### config.mk
export PLATFORM = sky130hd
export DESIGN_NAME = ata_pio_timing_seq
export DESIGN_NICKNAME = d
export VERILOG_FILES = /design/src/rtl/ata_pio_pkg.sv /design/src/rtl/ata_pio_regs.sv /design/src/rtl/ata_pio_sel.sv /design/src/rtl/ata_pio_fsm.sv /design/src/rtl/ata_pio_timing_seq.sv
export SDC_FILE = /design/constraint.sdc
export NUM_CORES = 1
export LEC_CHECK = 0
export ABC_CLOCK_PERIOD_IN_PS = 2220
export BUFFER_PORTS_ARGS = -buffer_cell sky130_fd_sc_hd__buf_2
export CAP_MARGIN = 20
export CORE_UTILIZATION = 50
export DETAILED_ROUTE_END_ITERATION = 8
export GPL_TIMING_DRIVEN = 0
export PLACE_DENSITY = 0.76
export SETUP_SLACK_MARGIN = 0.5
export SLEW_MARGIN = 20
export SYNTH_ARGS = -nofsm -noshare
export SYNTH_HDL_FRONTEND = slang
export SYNTH_SLANG_ARGS = --single-unit
### constraint.sdc
create_clock -name clk -period 2.22 [get_ports clk]
set_input_delay 0.111 -clock clk [delete_from_list [all_inputs] [get_ports clk]]
set_output_delay 0.111 -clock clk [all_outputs]
set_load 0.005 [all_outputs]
### src/rtl/ata_pio_pkg.sv
package ata_pio_pkg;

   typedef enum logic [1:0] {
      PH_IDLE   = 2'd0,
      PH_SETUP  = 2'd1,
      PH_ACTIVE = 2'd2,
      PH_RECOV  = 2'd3
   } pio_phase_e;

   typedef struct packed {
      logic [3:0] pulse_m1;
      logic [3:0] recov_m2;
   } cyc_timing_t;

   localparam cyc_timing_t TIMING_SLOWEST = '{pulse_m1: 4'hF, recov_m2: 4'hF};
   localparam logic [1:0]  SETUP_SLOWEST  = 2'b11;

endpackage

### src/rtl/ata_pio_regs.sv
module ata_pio_regs
   import ata_pio_pkg::*;
#(
   parameter int            ADDR_W     = 3,
   parameter int            NUM_SETS   = 2,
   parameter int            OFS_RD_TIM = 0,
   parameter int            OFS_WR_TIM = 1,
   parameter int            OFS_KEY    = 2,
   parameter int            OFS_CTRL   = 3,
   parameter int            OFS_MISC   = 6,
   parameter logic [7:0]    KEY_OPEN   = 8'h03,
   parameter logic [7:0]    KEY_CLOSE  = 8'h83,
   parameter logic [7:0]    CTRL_SPLIT = 8'h85,
   parameter logic [7:0]    CTRL_SET_B = 8'hC0,
   localparam int           SET_W      = (NUM_SETS > 1) ? $clog2(NUM_SETS) : 1
) (
   input  logic                       clk,
   input  logic                       rst_n,
   input  logic                       host_we,
   input  logic [ADDR_W-1:0]          host_addr,
   input  logic [7:0]                 host_wdata,
   output cyc_timing_t [NUM_SETS-1:0] rd_sets_o,
   output cyc_timing_t [NUM_SETS-1:0] wr_sets_o,
   output logic [1:0]                 setup_m1_o,
   output logic                       split_o,
   output logic                       win_open_o
);

   localparam logic [ADDR_W-1:0] A_RD   = ADDR_W'(OFS_RD_TIM);
   localparam logic [ADDR_W-1:0] A_WR   = ADDR_W'(OFS_WR_TIM);
   localparam logic [ADDR_W-1:0] A_KEY  = ADDR_W'(OFS_KEY);
   localparam logic [ADDR_W-1:0] A_CTRL = ADDR_W'(OFS_CTRL);
   localparam logic [ADDR_W-1:0] A_MISC = ADDR_W'(OFS_MISC);
   localparam logic [7:0]        SETS_B = 8'(NUM_SETS);

   logic             win_q;
   logic             setb_q;
   logic             split_q;
   logic [SET_W-1:0] ptr_q;
   logic [1:0]       setup_q;

   logic key_hit;
   logic cfg_we;
   logic misc_we;
   logic ctrl_we;
   logic ptr_sel;

   assign key_hit = host_we && (host_addr == A_KEY);
   assign cfg_we  = host_we && win_q && (host_addr != A_KEY);
   assign misc_we = cfg_we && (host_addr == A_MISC);
   assign ctrl_we = cfg_we && (host_addr == A_CTRL);
   assign ptr_sel = (host_wdata < SETS_B);

   // key window
   always_ff @(posedge clk or negedge rst_n) begin
      if (!rst_n) begin
         win_q <= 1'b0;
      end else if (key_hit) begin
         if (host_wdata == KEY_OPEN) begin
            win_q <= 1'b1;
         end else if (host_wdata == KEY_CLOSE) begin
            win_q <= 1'b0;
         end
      end
   end

   // miscellaneous offset: set pointer or shared setup
   always_ff @(posedge clk or negedge rst_n) begin
      if (!rst_n) begin
         ptr_q   <= '0;
         setup_q <= SETUP_SLOWEST;
      end else if (misc_we) begin
         if (ptr_sel) begin
            ptr_q <= host_wdata[SET_W-1:0];
         end else begin
            setup_q <= host_wdata[5:4];
         end
      end
   end

   // control offset: set access and drive mapping
   always_ff @(posedge clk or negedge rst_n) begin
      if (!rst_n) begin
         setb_q  <= 1'b0;
         split_q <= 1'b0;
      end else if (ctrl_we) begin
         if (host_wdata == CTRL_SET_B) begin
            setb_q <= 1'b1;
         end else if (host_wdata == CTRL_SPLIT) begin
            split_q <= 1'b1;
         end else begin
            setb_q  <= 1'b0;
            split_q <= 1'b0;
         end
      end
   end

   // one bank of read and write timing per set
   for (genvar g = 0; g < NUM_SETS; g++) begin : g_set
      logic        bank_ok;
      logic        rd_we;
      logic        wr_we;
      cyc_timing_t rd_q;
      cyc_timing_t wr_q;

      if (g == 0) begin : g_base
         assign bank_ok = (ptr_q == SET_W'(g));
      end else begin : g_gated
         assign bank_ok = (ptr_q == SET_W'(g)) && setb_q;
      end

      assign rd_we = cfg_we && bank_ok && (host_addr == A_RD);
      assign wr_we = cfg_we && bank_ok && (host_addr == A_WR);

      always_ff @(posedge clk or negedge rst_n) begin
         if (!rst_n) begin
            rd_q <= TIMING_SLOWEST;
            wr_q <= TIMING_SLOWEST;
         end else begin
            if (rd_we) begin
               rd_q <= cyc_timing_t'(host_wdata);
            end
            if (wr_we) begin
               wr_q <= cyc_timing_t'(host_wdata);
            end
         end
      end

      assign rd_sets_o[g] = rd_q;
      assign wr_sets_o[g] = wr_q;
   end

   assign setup_m1_o = setup_q;
   assign split_o    = split_q;
   assign win_open_o = win_q;

endmodule

### src/rtl/ata_pio_sel.sv
module ata_pio_sel
   import ata_pio_pkg::*;
#(
   parameter int  NUM_SETS = 2,
   parameter int  CNT_W    = 5,
   localparam int DRV_W    = (NUM_SETS > 1) ? $clog2(NUM_SETS) : 1
) (
   input  cyc_timing_t [NUM_SETS-1:0] rd_sets_i,
   input  cyc_timing_t [NUM_SETS-1:0] wr_sets_i,
   input  logic [1:0]                 setup_m1_i,
   input  logic                       split_i,
   input  logic [DRV_W-1:0]           drive_i,
   input  logic                       is_write_i,
   output logic [CNT_W-1:0]           setup_clks_o,
   output logic [CNT_W-1:0]           pulse_clks_o,
   output logic [CNT_W-1:0]           recov_clks_o
);

   localparam logic [CNT_W-1:0] C_ONE = CNT_W'(1);
   localparam logic [CNT_W-1:0] C_TWO = CNT_W'(2);

   logic [DRV_W-1:0] bank;
   cyc_timing_t      tsel;

   always_comb begin
      bank = split_i ? drive_i : '0;
      if (is_write_i) begin
         tsel = wr_sets_i[bank];
      end else begin
         tsel = rd_sets_i[bank];
      end
   end

   assign setup_clks_o = CNT_W'(setup_m1_i) + C_ONE;
   assign pulse_clks_o = CNT_W'(tsel.pulse_m1) + C_ONE;
   assign recov_clks_o = CNT_W'(tsel.recov_m2) + C_TWO;

endmodule

### src/rtl/ata_pio_fsm.sv
module ata_pio_fsm
   import ata_pio_pkg::*;
#(
   parameter int CNT_W = 5
) (
   input  logic             clk,
   input  logic             rst_n,
   input  logic             start_i,
   input  logic             is_write_i,
   input  logic [CNT_W-1:0] setup_clks_i,
   input  logic [CNT_W-1:0] pulse_clks_i,
   input  logic [CNT_W-1:0] recov_clks_i,
   output logic             busy_o,
   output logic             rd_act_o,
   output logic             wr_act_o
);

   localparam logic [CNT_W-1:0] C_ONE = CNT_W'(1);

   pio_phase_e       phase_q;
   logic [CNT_W-1:0] cnt_q;
   logic [CNT_W-1:0] pulse_q;
   logic [CNT_W-1:0] recov_q;
   logic             dir_q;
   logic             last;

   assign last = (cnt_q == '0);

   always_ff @(posedge clk or negedge rst_n) begin
      if (!rst_n) begin
         phase_q <= PH_IDLE;
         cnt_q   <= '0;
         pulse_q <= '0;
         recov_q <= '0;
         dir_q   <= 1'b0;
      end else begin
         unique case (phase_q)
            PH_IDLE: begin
               if (start_i) begin
                  phase_q <= PH_SETUP;
                  cnt_q   <= setup_clks_i - C_ONE;
                  pulse_q <= pulse_clks_i;
                  recov_q <= recov_clks_i;
                  dir_q   <= is_write_i;
               end
            end
            PH_SETUP: begin
               if (last) begin
                  phase_q <= PH_ACTIVE;
                  cnt_q   <= pulse_q - C_ONE;
               end else begin
                  cnt_q <= cnt_q - C_ONE;
               end
            end
            PH_ACTIVE: begin
               if (last) begin
                  phase_q <= PH_RECOV;
                  cnt_q   <= recov_q - C_ONE;
               end else begin
                  cnt_q <= cnt_q - C_ONE;
               end
            end
            PH_RECOV: begin
               if (last) begin
                  phase_q <= PH_IDLE;
               end else begin
                  cnt_q <= cnt_q - C_ONE;
               end
            end
            default: phase_q <= PH_IDLE;
         endcase
      end
   end

   assign busy_o   = (phase_q != PH_IDLE);
   assign rd_act_o = (phase_q == PH_ACTIVE) && !dir_q;
   assign wr_act_o = (phase_q == PH_ACTIVE) && dir_q;

endmodule

### src/rtl/ata_pio_timing_seq.sv
module ata_pio_timing_seq
   import ata_pio_pkg::*;
#(
   parameter int         ADDR_W         = 3,
   parameter int         NUM_SETS       = 2,
   parameter int         CNT_W          = 5,
   parameter bit         STB_ACTIVE_LOW = 1'b1,
   parameter int         OFS_RD_TIM     = 0,
   parameter int         OFS_WR_TIM     = 1,
   parameter int         OFS_KEY        = 2,
   parameter int         OFS_CTRL       = 3,
   parameter int         OFS_MISC       = 6,
   parameter logic [7:0] KEY_OPEN       = 8'h03,
   parameter logic [7:0] KEY_CLOSE      = 8'h83,
   parameter logic [7:0] CTRL_SPLIT     = 8'h85,
   parameter logic [7:0] CTRL_SET_B     = 8'hC0,
   localparam int        DRV_W          = (NUM_SETS > 1) ? $clog2(NUM_SETS) : 1,
   localparam int        CFG_W          = 2 * NUM_SETS * 8 + 3
) (
   input  logic              clk,
   input  logic              rst_n,
   input  logic              host_we,
   input  logic [ADDR_W-1:0] host_addr,
   input  logic [7:0]        host_wdata,
   input  logic              cyc_req,
   input  logic              cyc_write,
   input  logic [DRV_W-1:0]  cyc_drive,
   output logic              dior_o,
   output logic              diow_o,
   output logic              busy_o
);

   // elaboration-time parameter checks
   if (CNT_W < 5) begin : g_err_cnt
      $error("CNT_W must hold the 17-clock recovery count");
   end
   if (NUM_SETS < 2 || NUM_SETS > 4) begin : g_err_sets
      $error("NUM_SETS must be 2 to 4 so set indices never carry setup bits");
   end
   if (OFS_KEY >= (1 << ADDR_W) || OFS_MISC >= (1 << ADDR_W) ||
       OFS_CTRL >= (1 << ADDR_W) || OFS_RD_TIM >= (1 << ADDR_W) ||
       OFS_WR_TIM >= (1 << ADDR_W)) begin : g_err_ofs
      $error("register offsets must fit in ADDR_W");
   end
   if (OFS_RD_TIM == OFS_WR_TIM || OFS_KEY == OFS_CTRL || OFS_KEY == OFS_MISC ||
       OFS_CTRL == OFS_MISC || OFS_KEY == OFS_RD_TIM || OFS_KEY == OFS_WR_TIM) begin : g_err_dup
      $error("register offsets must be distinct");
   end
   if (KEY_OPEN == KEY_CLOSE || CTRL_SPLIT == CTRL_SET_B) begin : g_err_key
      $error("key and control codes must be distinct");
   end

   cyc_timing_t [NUM_SETS-1:0] rd_sets;
   cyc_timing_t [NUM_SETS-1:0] wr_sets;
   logic [1:0]                 setup_m1;
   logic                       split;
   logic                       win_open;
   logic [CNT_W-1:0]           setup_clks;
   logic [CNT_W-1:0]           pulse_clks;
   logic [CNT_W-1:0]           recov_clks;
   logic                       start;
   logic                       rd_act;
   logic                       wr_act;
   logic                       busy;
   logic [CFG_W-1:0]           cfg_flat;

   ata_pio_regs #(
      .ADDR_W     (ADDR_W),
      .NUM_SETS   (NUM_SETS),
      .OFS_RD_TIM (OFS_RD_TIM),
      .OFS_WR_TIM (OFS_WR_TIM),
      .OFS_KEY    (OFS_KEY),
      .OFS_CTRL   (OFS_CTRL),
      .OFS_MISC   (OFS_MISC),
      .KEY_OPEN   (KEY_OPEN),
      .KEY_CLOSE  (KEY_CLOSE),
      .CTRL_SPLIT (CTRL_SPLIT),
      .CTRL_SET_B (CTRL_SET_B)
   ) u_regs (
      .clk        (clk),
      .rst_n      (rst_n),
      .host_we    (host_we),
      .host_addr  (host_addr),
      .host_wdata (host_wdata),
      .rd_sets_o  (rd_sets),
      .wr_sets_o  (wr_sets),
      .setup_m1_o (setup_m1),
      .split_o    (split),
      .win_open_o (win_open)
   );

   ata_pio_sel #(
      .NUM_SETS (NUM_SETS),
      .CNT_W    (CNT_W)
   ) u_sel (
      .rd_sets_i    (rd_sets),
      .wr_sets_i    (wr_sets),
      .setup_m1_i   (setup_m1),
      .split_i      (split),
      .drive_i      (cyc_drive),
      .is_write_i   (cyc_write),
      .setup_clks_o (setup_clks),
      .pulse_clks_o (pulse_clks),
      .recov_clks_o (recov_clks)
   );

   assign start = cyc_req && !busy;

   ata_pio_fsm #(
      .CNT_W (CNT_W)
   ) u_fsm (
      .clk          (clk),
      .rst_n        (rst_n),
      .start_i      (start),
      .is_write_i   (cyc_write),
      .setup_clks_i (setup_clks),
      .pulse_clks_i (pulse_clks),
      .recov_clks_i (recov_clks),
      .busy_o       (busy),
      .rd_act_o     (rd_act),
      .wr_act_o     (wr_act)
   );

   assign cfg_flat = {rd_sets, wr_sets, setup_m1, split};
   assign busy_o   = busy;

   if (STB_ACTIVE_LOW) begin : g_stb_low
      assign dior_o = ~rd_act;
      assign diow_o = ~wr_act;
   end else begin : g_stb_high
      assign dior_o = rd_act;
      assign diow_o = wr_act;
   end

endmodule

### Word-level counts from Yosys, hierarchy flattened

Index checks and enable logic that the tools add are counted.

* add/sub/neg operators: 7
* bitwise gates (word level): 5
* muxes and demuxes: 21
* eq/ne operators: 18
* reductions and logical operators: 30
* order comparisons: 2

Operators by type and width (count)
* $mux 8: 5
* $eq 8x8->1 const B: 3
* $mux 5: 4
* $pmux 5 s4: 1
* $logic_and 1x1->1: 15
* $sub 5x1->5 const B: 3
* $reduce_and 2->1: 7
* $eq 8x2->1 const B: 1
* $lt 8x2->1 const B: 1
* $mux 2: 4
* $ne 2x1->1 const B: 4
* $pmux 2 s4: 1
* $eq 3x2->1 const B: 2
* $mux 1: 6
* $add 4x1->5 const B: 1
* $add 4x2->5 const B: 1
* $logic_not 5->1: 1
* $not 1->1: 5
* $eq 2x2->1 const B: 2
* $ne 2x2->1 const B: 2
* $reduce_and 4->1: 1
* $reduce_bool 2->1: 2
* $sub 3x1->4 const B: 1
* $add 2x1->3 const B: 1
* other kinds (8): 9

* register bits after elaboration: 56

### Depth between registers and ports, before layout

Gate-level depths: netlist of the first run.

* depth in word-level cells: 5
* depth in mapped cells: 8

### Hierarchy

A second synthesis of the first run with hierarchy kept.

* cell total of the unflattened synthesis: 256
* area, all modules: 3156.8 µm²

By module, submodules not included
* ata_pio_regs: times used 1, cells each 107, sequential area each 993.5 µm², area an instance 1607.8 µm²
* ata_pio_fsm: times used 1, cells each 121, sequential area each 450.4 µm², area an instance 1209.9 µm²
* ata_pio_sel: times used 1, cells each 25, sequential area each 0.0 µm², area an instance 317.8 µm²
* ata_pio_timing_seq: times used 1, cells each 3, sequential area each 0.0 µm², area an instance 21.3 µm²

### Worst setup path after synthesis of the first run

No wires, ideal clock.

* path kind: register to register
* start: register u_regs.split_q, in the netlist u_regs.split_o
* end: register u_fsm.pulse_q[1]
* arrival time: 1.644 ns
* buffers on the path: 0
* cell stages (with the launch flop): 5
* required time: 2.092 ns
* slack: 0.449 ns
* cell sequence: dfrtp_1 nand2_2 mux4_2 ha_1 mux2_1

* word-level cells in the longest chain between the ends: 5

Ends and longest elaborated chain
* from (decl): line ata_pio_regs.sv:38 `logic split_q;`
* from (signal assigned): line ata_pio_regs.sv:85 `split_q <= 1'b0;`
* from (signal assigned): line ata_pio_regs.sv:90 `split_q <= 1'b1;`
* from (signal assigned): line ata_pio_regs.sv:93 `split_q <= 1'b0;`
* $mux 1 *: line ata_pio_sel.sv:26 `bank = split_i ? drive_i : '0;`
* $mux 8, on equally long branches (2 in series): line ata_pio_sel.sv:30, ata_pio_sel.sv:28
* $mux 8 *: line ata_pio_sel.sv:27 `if (is_write_i) begin`
* $add 4x1->5 *: line ata_pio_sel.sv:35 `assign pulse_clks_o = CNT_W'(tsel.pulse_m1) + C_ONE;`
* named net pulse_clks[1]: line ata_pio_timing_seq.sv:59 `logic [CNT_W-1:0] pulse_clks;`
* to (signal assigned): line ata_pio_fsm.sv:42 `pulse_q <= pulse_clks_i;`
* to (decl): line ata_pio_fsm.sv:22 `logic [CNT_W-1:0] pulse_q;`

The timed path passes the listed nets; every way through them passes the cells marked *. The select of a mux whose other input is x is not followed.
A chain may end at the register's enable or synchronous reset.

### Worst setup path in the final report of the first run

* start: register u_fsm.cnt_q[1]
* end: register u_fsm.cnt_q[2]

* word-level cells in the longest chain between the ends: 3

Ends and longest elaborated chain
* from (decl): line ata_pio_fsm.sv:21 `logic [CNT_W-1:0] cnt_q;`
* from (signal assigned): line ata_pio_fsm.sv:41 `cnt_q <= setup_clks_i - C_ONE;`
* from (signal assigned): line ata_pio_fsm.sv:50 `cnt_q <= pulse_q - C_ONE;`
* from (signal assigned): line ata_pio_fsm.sv:52 `cnt_q <= cnt_q - C_ONE;`
* $sub 5x1->5 or $logic_not 5->1 (tied branches)
* $mux 5 (tied with other cells): line ata_pio_fsm.sv:64 `if (last) begin`
* $pmux 5 s4 or $reduce_and 2->1 (tied branches)

Several ways; a longest one is shown, not always the timed one. The select of a mux whose other input is x is not followed.

==> results.py, run 1 <==
metrics = {
    "worst_setup_path": {
        "worst-endpoint-required_ns": 2.42,
        "max_stage_delay_ns": 0.49,
        "reg2reg_depth": 6,
        "cp_data_arrival_time_ns": 1.98,
        "crit_chain": "inv_2 -> ha_4 -> or4b_4 -> a21oi_4 -> o32ai_1 -> a22o_1",
        "cp-end-kind": "flip-flop",
        "critPathLaunchType": "flip-flop",
        "path_class": "reg2reg",
        "crit_fanout": 4,
        "crit_path_top_delay_cell": "or4b_4",
    },
    "sta": {
        "fin_crit_ns": 1.782,
        "relSlewSlack_pct": 54.41,
        "tightestPinTransition_ns": 0.6839,
        "drv_slew": 0,
        "rsz0062_at_grt": "yes",
        "fin_skew_ns": 0.01243,
        "final-setup-viol-count": 0,
        "max_freq_mhz": 561.2,
        "hold_violations": 0,
        "final.setup.tns_ns": 0,
        "post-route-period-util_pct": 80.27,
    },
    "yosys": {
        "synth_top_cell_area_share_pct": 29.69,
        "synth_area_sq_mm": 0.003009,
        "synth_ff_type": "dfstp_2",
        "synth_cells": 250,
        "synth_edf_count": 0,
        "synth_seq_cells": 56,
        "yosysWarnings": 0,
        "syn_area_per_cell_sq_um": 12.04,
        "synth.area.top_cells": "dfstp_2 30%, dfrtp_1 18%, mux2_1 12%",
        "seq_area_frac_synth_pct": 47.98,
        "syn-num-nets": 278,
        "ys_types": 46,
        "asyncSetResetFlopFracSynth_pct": 100.0,
        "synth_top_cell_by_area": "dfstp_2",
    },
    "route": {
        "first_iter_violations": 74,
        "first_pass_iters": 4,
        "drc_errors": 0,
        "wl_per_cell_um": 16.30,
        "ant_nets": 0,
        "via_per_inst": 5.612,
        "vias": 2026,
        "routed_wl_um": 5885,
    },
    "run_status": {
        "status": "finished clean",
    },
    "clocking": {
        "root_buffer": "clkbuf_8",
        "cts_buffers": 5,
        "clock_sinks": 56,
        "cts_tree": "yes",
        "clock_path_buffers": 2,
        "clock_latency_ns": 0.32,
        "cts_max_level": 2,
        "clk_pin_slew_ns": 0.10,
    },
    "placement": {
        "place_congestion": 0.7714,
        "dpl.hpwl_um": 4047,
        "portBuffers": 18,
    },
    "power": {
        "ir_drop_mv": 0.3820,
        "finalPower_w": 0.001696,
        "p_leak_nw": 1.470,
        "powerDensity_mw_per_mm2": 486.8,
    },
    "die": {
        "start_util_pct": 53.34,
        "rows": 27,
        "core_sq_mm": 0.005642,
        "die_y_um": 79.58,
        "die_w_um": 79.58,
        "ios": 20,
        "dieArea_sq_mm": 0.006332,
    },
    "finish": {
        "syn_to_final_growth_pct": 15.76,
        "nNetsFinal": 316,
        "fill_cells": 439,
        "regArea_sq_mm": 0.001444,
        "final_common_cell": "dfstp_2",
        "multi_input_area_sq_mm": 0.001564,
        "drive_gt1_share_pct": 40.14,
        "most-common-layout-cells": "34 x dfstp_2, 30 x mux2_1, 26 x nand2_1, 22 x dfrtp_1, 19 x buf_2",
        "diodes": 0,
    },
    "min_path": {
        "hold_class": "in2reg",
        "holdPathStages": 2,
    },
    "grt": {
        "grt_first_pass_wirelength_um": 10010,
        "grt-ovfl-total": 0,
        "grt_pass1_vias": 2094,
        "antenna_found_initial": 0,
        "grt_usage_pct": 21.02,
        "grt_max_degree": 57,
    },
    "job": {
        "cap_violations": 0,
    },
}
==> sequential cells by signal, indices dropped and copies added, names as in the netlist <==
name and flops:
u_regs.rd_sets_o 16, u_regs.wr_sets_o 16, u_fsm.cnt_q 5, u_fsm.pulse_q 5, u_fsm.recov_q 5, u_fsm.phase_q 2, u_regs.setup_m1_o 2, u_fsm.dir_q 1
u_regs.ptr_q 1, u_regs.setb_q 1, u_regs.split_o 1, u_regs.win_open_o 1
==> synthesized netlist by cell type (all sizes together), types with 4 or more instances <==
| library cell | n |
|---|---|
| dfstp | 34 |
| nor2 | 9 |
| nor2b | 4 |
| mux2 | 40 |
| dfrtp | 22 |
| mux4 | 8 |
| buf | 5 |
| nand3 | 4 |
| o21ai | 18 |
| inv | 12 |
| nand2 | 28 |
| xnor2 | 6 |
| ha | 11 |
| nor3 | 7 |
==> layer usage <==
| metal | up-vias | wire length, um | global-route usage, % |
|---|---|---|---|
| li1 | 971 | - | - |
| met1 | 1015 | 2602 | 25.69 |
| met2 | 32 | 3065 | 36.92 |
| met3 | 8 | 143 | 4.114 |
| met4 | 0 | 74 | 6.909 |
| met5 | - | 0 | 0 |
==> critical path, delay by kind of cell (launching register included) <==
| family | cells | cell delay, ns |
|---|---|---|
| compound gates | 3 | 0.50 |
| fa+ha+maj | 1 | 0.15 |
| buf+inv | 1 | 0.12 |
| flops | 1 | 0.40 |
| simple gates | 1 | 0.49 |
==> power breakdown <==
group | total, W | internal, W | leakage [nW] | switching (W)
Clock | 0.000581 | 0.000231 | 0.0487 | 0.000350
Sequential | 0.00103 | 0.00103 | 0.638 | 0.00000263
Combinational | 0.0000801 | 0.0000280 | 0.783 | 0.0000521
Total | 0.00170 | 0.00129 | 1.47 | 0.000405
==> area by class of cell <==
class	count	area share, %
Tap cell	72	2.586
Sequential cell	56	41.45
Clock buffer	5	1.976
Inverter	12	1.293
Multi-Input combinational cell	175	44.90
Clock inverter	3	0.7543
Timing Repair Buffer	31	5.639
Buffer	7	1.401
==> path summary, 6_finish.rpt <==
check | slack (ns) | end | start
max | 0.44 | u_fsm.cnt_q[2] | u_fsm.cnt_q[1]
min reg2reg | 0.50 | u_regs.win_open_o | u_regs.win_open_o
min | 0.05 | u_regs.win_open_o | host_wdata[7]
max in group asynchronous | 1.39 | u_fsm.cnt_q[1] | rst_n
max reg2reg | 0.44 | u_fsm.cnt_q[2] | u_fsm.cnt_q[1]
min in group asynchronous | 0.37 | u_fsm.phase_q[0] | rst_n
==> repair_timing <==
action                     CTS  global route
hold endpoints to repair    22             0
buffers inserted            10             2
pin swaps                    6             6
hold buffers                 1             0
gates resized for setup      7            10
setup endpoints to repair    9            26
==> kinds of logic after synthesis <==
family	Yosys count	synth area share [%]
simple gates	70	12.52
flops	56	47.98
mux	50	21.62
compound gates	35	7.817
buf+inv	19	2.869
fa+ha+maj	11	4.574
xor+xnor	9	2.620
==> per-stage QoR <==
| step | instances | instance area [sq um] | setup WS, ns | hold WS, ns | utilization [%] |
|---|---|---|---|---|---|
| global placement | 340 | 3208 | 0.3903 | 0.3879 | 56.86 |
| CTS | 359 | 3433 | 0.4618 | 0.04047 | 60.86 |
| finish | 361 | 3483 | 0.4379 | 0.04532 | 61.74 |
| detailed placement | 340 | 3211 | 0.3421 | 0.1998 | 56.91 |
| global route | 361 | 3483 | 0.3661 | 0.07079 | 61.74 |
| floorplan | 250 | 3028 | 0.4969 | -0.1846 | - |
Note: power is estimated with default switching activity, not from simulation.
==> run 2: changes to the inputs <==
Settings changed: ABC_CLOCK_PERIOD_IN_PS 2220 to 1840.
Clock period 2.22 ns to 1.84 ns, I/O delays scaled along.
==> run 2 against run 1 <==
  * The run now ends with negative setup slack left
  * Clock-buffer cell count did not move
  * First-iteration DRC count rose by 12%
  * Power rose by 23%
  * Global-route usage rose by 1.0 points
  * Sequential power rose by 21%
  * Wire length rose by 13%
  * Sequential share of layout area fell by 5.6 points
  * Cell area rose by 16%
  * Clock skew fell by 0.0047 ns
  * Die area did not move
  * Via count rose by 7.2%
  * Largest power group unchanged
  * Highest routed layer unchanged
==> results.py, run 2 (synthesis results as in run 1) <==
metrics = {
    "grt": {
        "grt_usage_pct": 22.02,
        "grt_pass1_vias": 2225,
        "antenna_found_initial": 0,
        "grt-ovfl-total": 0,
        "grt_first_pass_wirelength_um": 10560,
        "grt_max_degree": 57,
    },
    "sta": {
        "fin_crit_ns": 1.902,
        "relSlewSlack_pct": 53.82,
        "tightestPinTransition_ns": 0.6927,
        "hold_violations": 0,
        "fin_ws_ns": -0.06191,
        "drv_slew": 0,
        "final.setup.tns_ns": -0.06191,
        "final-setup-viol-count": 1,
        "max_freq_mhz": 525.8,
        "rsz0062_at_grt": "yes",
        "fin_skew_ns": 0.007729,
        "post-route-period-util_pct": 103.4,
        "hold_slack_ns": 0.05428,
    },
    "clocking": {
        "clock_latency_ns": 0.32,
        "cts_max_level": 2,
        "clock_sinks": 56,
        "cts_buffers": 5,
        "clock_path_buffers": 2,
        "clk_pin_slew_ns": 0.10,
        "root_buffer": "clkbuf_8",
        "cts_tree": "yes",
    },
    "worst_setup_path": {
        "reg2reg_depth": 8,
        "path_class": "reg2reg",
        "cp_data_arrival_time_ns": 2.10,
        "crit_fanout": 3,
        "worst-endpoint-required_ns": 2.04,
        "cp-startpoint": "u_fsm.cnt_q[0]",
        "critPathLaunchType": "flip-flop",
        "r2r-start": "u_fsm.cnt_q[0]",
        "cp-end-kind": "flip-flop",
    },
    "power": {
        "p_leak_nw": 1.668,
        "powerDensity_mw_per_mm2": 518.9,
        "finalPower_w": 0.002088,
        "ir_drop_mv": 0.4190,
    },
    "die": {
        "die_w_um": 79.58,
        "start_util_pct": 53.34,
        "dieArea_sq_mm": 0.006332,
        "ios": 20,
        "rows": 27,
        "core_sq_mm": 0.005642,
        "die_y_um": 79.58,
    },
    "placement": {
        "portBuffers": 18,
        "dpl.hpwl_um": 4034,
        "placed_cells": 340,
        "place_congestion": 0.7944,
    },
    "finish": {
        "final_common_cell": "dfstp_2",
        "diodes": 0,
        "syn_to_final_growth_pct": 33.76,
        "fill_cells": 392,
        "nNetsFinal": 333,
        "final_util_pct": 71.35,
        "drive_gt1_share_pct": 64.38,
        "stdcell_count": 378,
        "most-common-layout-cells": "34 x dfstp_2, 29 x mux2_4, 22 x dfrtp_1, 21 x nand2_1, 21 x buf_4",
    },
    "route": {
        "wl_per_cell_um": 17.52,
        "first_pass_iters": 6,
        "drc_errors": 0,
        "routed_wl_um": 6621,
        "ant_nets": 0,
        "first_iter_violations": 83,
        "via_per_inst": 5.746,
        "vias": 2172,
    },
    "run_status": {
        "status": "finished with violations",
        "violations": "negative setup slack",
    },
    "min_path": {
        "hold_class": "in2reg",
        "hp-start": "host_wdata[7]",
        "holdPathStages": 2,
    },
    "job": {
        "cap_violations": 0,
    },
}
==> run 2: cell types whose count changed in the layout (fill, tap and decap cells not counted), moves of 4 or more <==
cell     previous run  this run
buf_4              13        21
buf_6               2        14
mux2_1             30         3
mux2_4              1        29
nand2_1            26        21
o21ai_2             1         5
==> run 2: report_power, final <==
group          switching, W  internal (W)
logic             0.0000756     0.0000389
clock network      0.000446      0.000279
registers        0.00000353       0.00125
==> run 2: final timing paths <==
check                      slack (ns)                 to
min in group asynchronous        0.35   u_fsm.phase_q[0]
max in group asynchronous        1.03       u_regs.ptr_q
setup / recovery                -0.06     u_fsm.cnt_q[4]
hold reg to reg                  0.51   u_fsm.recov_q[1]
setup reg to reg                -0.06     u_fsm.cnt_q[4]
hold / removal                   0.05  u_regs.win_open_o
==> run 2: worst max-delay path: stages (launching register included) <==
cell and delay (ns):
dfrtp_1 0.41, inv_2 0.09, buf_6 0.11, ha_4 0.15, inv_2 0.05, o31a_2 0.29
or2_1 0.23, a222oi_1 0.34, o21ai_1 0.11
==> run 2: timing repair <==
item,4_1_cts,5_1_grt
hold buffers,1,0
endpoints found under the hold margin,22,0
setup buffers,19,10
gates resized for setup,40,48
endpoints found under the setup margin,54,57
pin swaps,13,17
==> run 2: cell type report <==
cell class | instances | area [sq um] | area share, %
Buffer | 7 | 68.82 | 1.710
Multi-Input combinational cell | 175 | 1909 | 47.44
Sequential cell | 56 | 1444 | 35.87
Tap cell | 72 | 90.09 | 2.238
Inverter | 12 | 45.04 | 1.119
Clock buffer | 5 | 68.82 | 1.710
Clock inverter | 3 | 25.02 | 0.6217
Timing Repair Buffer | 48 | 374.1 | 9.294
==> run 2: metrics by stage <==
step	cell area [sq um]	setup WS (ns)
final	4025	-0.06191
after global routing	4025	-0.1509
after CTS	3759	0.07999
after detailed placement	3324	0.009696
after global placement	3322	0.04961
after floorplan	3142	0.1346
==> run 2: per-layer routing <==
metal	wire length [um]	GRT usage [%]	vias to the layer above	share of wire, %
li1	-	-	1013	-
met1	2856	25.81	1103	43
met2	3450	40.00	43	52
met3	166	3.886	13	2.5
met4	147	7.818	0	2.2
met5	0	0	-	0
==> run 3: changes to the inputs <==
Settings changed: CAP_MARGIN 20 to not set, CTS_BUF_LIST set to sky130_fd_sc_hd__clkbuf_8, REMOVE_ABC_BUFFERS set to 1.
==> run 3 against run 2 <==
  * The flow now finishes without violations
  * Utilization is 3.0 points lower
  * Largest power group unchanged
  * Final cell count is 3.7% lower
  * Register-to-register slack better by 0.08 ns
  * Power is 2.4% lower
  * Setup slack better by 0.080 ns
  * Wire length is 2.3% lower
  * Clock-buffer cell count stayed put
  * Non-clock buffer count is 14 lower
  * Via count is 2.0% lower
  * Sequential share of layout area is 1.6 points higher
  * Maximum frequency is 4.4% higher
  * Sequential power hardly changed
==> results.py, run 3 (synthesis results as in run 1) <==
metrics = {
    "route": {
        "first_pass_iters": 4,
        "wl_per_cell_um": 17.77,
        "vias": 2128,
        "first_iter_violations": 89,
        "drc_errors": 0,
        "via_per_inst": 5.846,
        "routed_wl_um": 6470,
        "ant_nets": 0,
    },
    "clocking": {
        "cts_buffers": 5,
        "root_buffer": "clkbuf_8",
        "clock_latency_ns": 0.31,
        "clock_path_buffers": 2,
        "cts_tree": "yes",
        "clk_pin_slew_ns": 0.10,
        "clock_sinks": 56,
        "cts_max_level": 2,
    },
    "sta": {
        "fin_crit_ns": 1.822,
        "fin_skew_ns": 0.006638,
        "final.setup.tns_ns": 0,
        "relSlewSlack_pct": 52.85,
        "tightestPinTransition_ns": 0.7072,
        "post-route-period-util_pct": 99.00,
        "hold_violations": 0,
        "hold_slack_ns": 0.08729,
        "drv_slew": 0,
        "max_freq_mhz": 549.0,
        "final-setup-viol-count": 0,
        "rsz0062_at_grt": "yes",
    },
    "die": {
        "core_sq_mm": 0.005642,
        "start_util_pct": 53.34,
        "dieArea_sq_mm": 0.006332,
        "die_y_um": 79.58,
        "ios": 20,
        "rows": 27,
        "die_w_um": 79.58,
    },
    "placement": {
        "dpl.hpwl_um": 3992,
        "portBuffers": 19,
        "place_congestion": 0.8452,
        "placedInstanceArea_sq_mm": 0.003156,
    },
    "finish": {
        "nNetsFinal": 319,
        "fill_cells": 396,
        "most-common-layout-cells": "34 x dfstp_2, 28 x mux2_4, 22 x dfrtp_1, 21 x nand2_1, 18 x buf_2",
        "syn_to_final_growth_pct": 28.15,
        "drive_gt1_share_pct": 60.27,
        "design_area_sq_mm": 0.003856,
        "diodes": 0,
        "final_common_cell": "dfstp_2",
    },
    "worst_setup_path": {
        "path_class": "reg2reg",
        "r2r_slack_ns": 0.02,
        "path_buf_inv": 1,
        "cp-end-kind": "flip-flop",
        "critPathTopFamily": "compound AO/OA/AOI/OAI gates",
        "critPathLaunchType": "flip-flop",
        "cp_data_arrival_time_ns": 2.02,
        "crit_fanout": 4,
        "crit_chain": "inv_2 -> ha_4 -> or4b_4 -> a21oi_4 -> o32ai_1 -> a22o_1",
        "max_stage_delay_ns": 0.49,
        "worst-endpoint-required_ns": 2.04,
        "crit_path_top_delay_cell": "or4b_4",
    },
    "power": {
        "ir_drop_mv": 0.4454,
        "powerDensity_mw_per_mm2": 528.6,
        "p_leak_nw": 1.592,
    },
    "job": {
        "cap_violations": 0,
    },
    "grt": {
        "grt_pass1_vias": 2196,
        "grt_first_pass_wirelength_um": 10520,
        "grt-ovfl-total": 0,
        "grt_max_degree": 57,
        "antenna_found_initial": 0,
        "grt_usage_pct": 22.13,
    },
    "min_path": {
        "hold_class": "in2reg",
    },
    "run_status": {
        "status": "finished clean",
    },
}
run 3: cell types whose count changed in the layout (fill, tap and decap cells not counted), sizes merged:
cell	change
clkinv	+1
clkinvlp	-1
buf	-13
clkbuf	-1
run 3: cell type report:
type	instances	area [sq um]	area share [%]
multi-input cells	175	1879	48.73
flip-flops and latches	56	1444	37.44
repair buffers	41	307.8	7.982
well taps	72	90.09	2.336
clock buffers	5	68.82	1.785
inverters	12	47.55	1.233
clock inverters	3	18.77	0.4867
run 3: path summary, 6_finish.rpt:
kind / to / depth (start not counted) / start
hold / removal: u_regs.win_open_o / 2 / host_wdata[7]
setup reg to reg: u_fsm.cnt_q[2] / 6 / u_fsm.cnt_q[0]
max in group asynchronous: u_fsm.cnt_q[2] / 2 / rst_n
min in group asynchronous: u_fsm.recov_q[3] / 2 / rst_n
setup / recovery: u_fsm.cnt_q[2] / 6 / u_fsm.cnt_q[0]
hold reg to reg: u_fsm.recov_q[4] / 2 / u_fsm.recov_q[4]
run 3: metal layers:
layer	part of all wire (%)	GRT usage, %	vias to the layer above	wire [um]
met5	0	0	-	0
met1	44	27.59	1069	2822
li1	-	-	991	-
met4	2.6	8.545	0	165
met2	51	38.29	52	3279
met3	3.1	3.543	16	203
run 3: stage by stage:
step	total power [W]	utilization [%]	cells	setup WS [ns]
floorplan	0.001293	-	243	0.06870
global placement	0.001358	55.89	334	-0.07142
detailed placement	0.001362	55.93	334	-0.08431
CTS	0.002044	64.49	356	0.05442
global route	0.002127	68.35	364	-0.03635
finish	0.002038	68.35	364	0.01837
run 3: timing repair:
action,CTS,global route
pin swaps,17,13
hold buffers,1,0
endpoints found under the hold margin,22,0
gates resized for setup,65,37
setup buffers,13,8
endpoints found under the setup margin,55,58
run 3: report_power, final:
group | internal [W] | switching, W | leakage (nW) | total, W
Clock | 0.000268 | 0.000405 | 0.0499 | 0.000673
Combinational | 0.0000398 | 0.0000767 | 0.904 | 0.000116
Sequential | 0.00125 | 0.00000372 | 0.638 | 0.00125
Total | 0.00155 | 0.000485 | 1.59 | 0.00204
run 3: worst register-to-register path, cell delays in order, from the launching register on:
cell	delay, ns
dfrtp_1	0.41
inv_2	0.12
ha_4	0.16
or4b_4	0.49
a21oi_4	0.21
o32ai_1	0.11
a22o_1	0.22
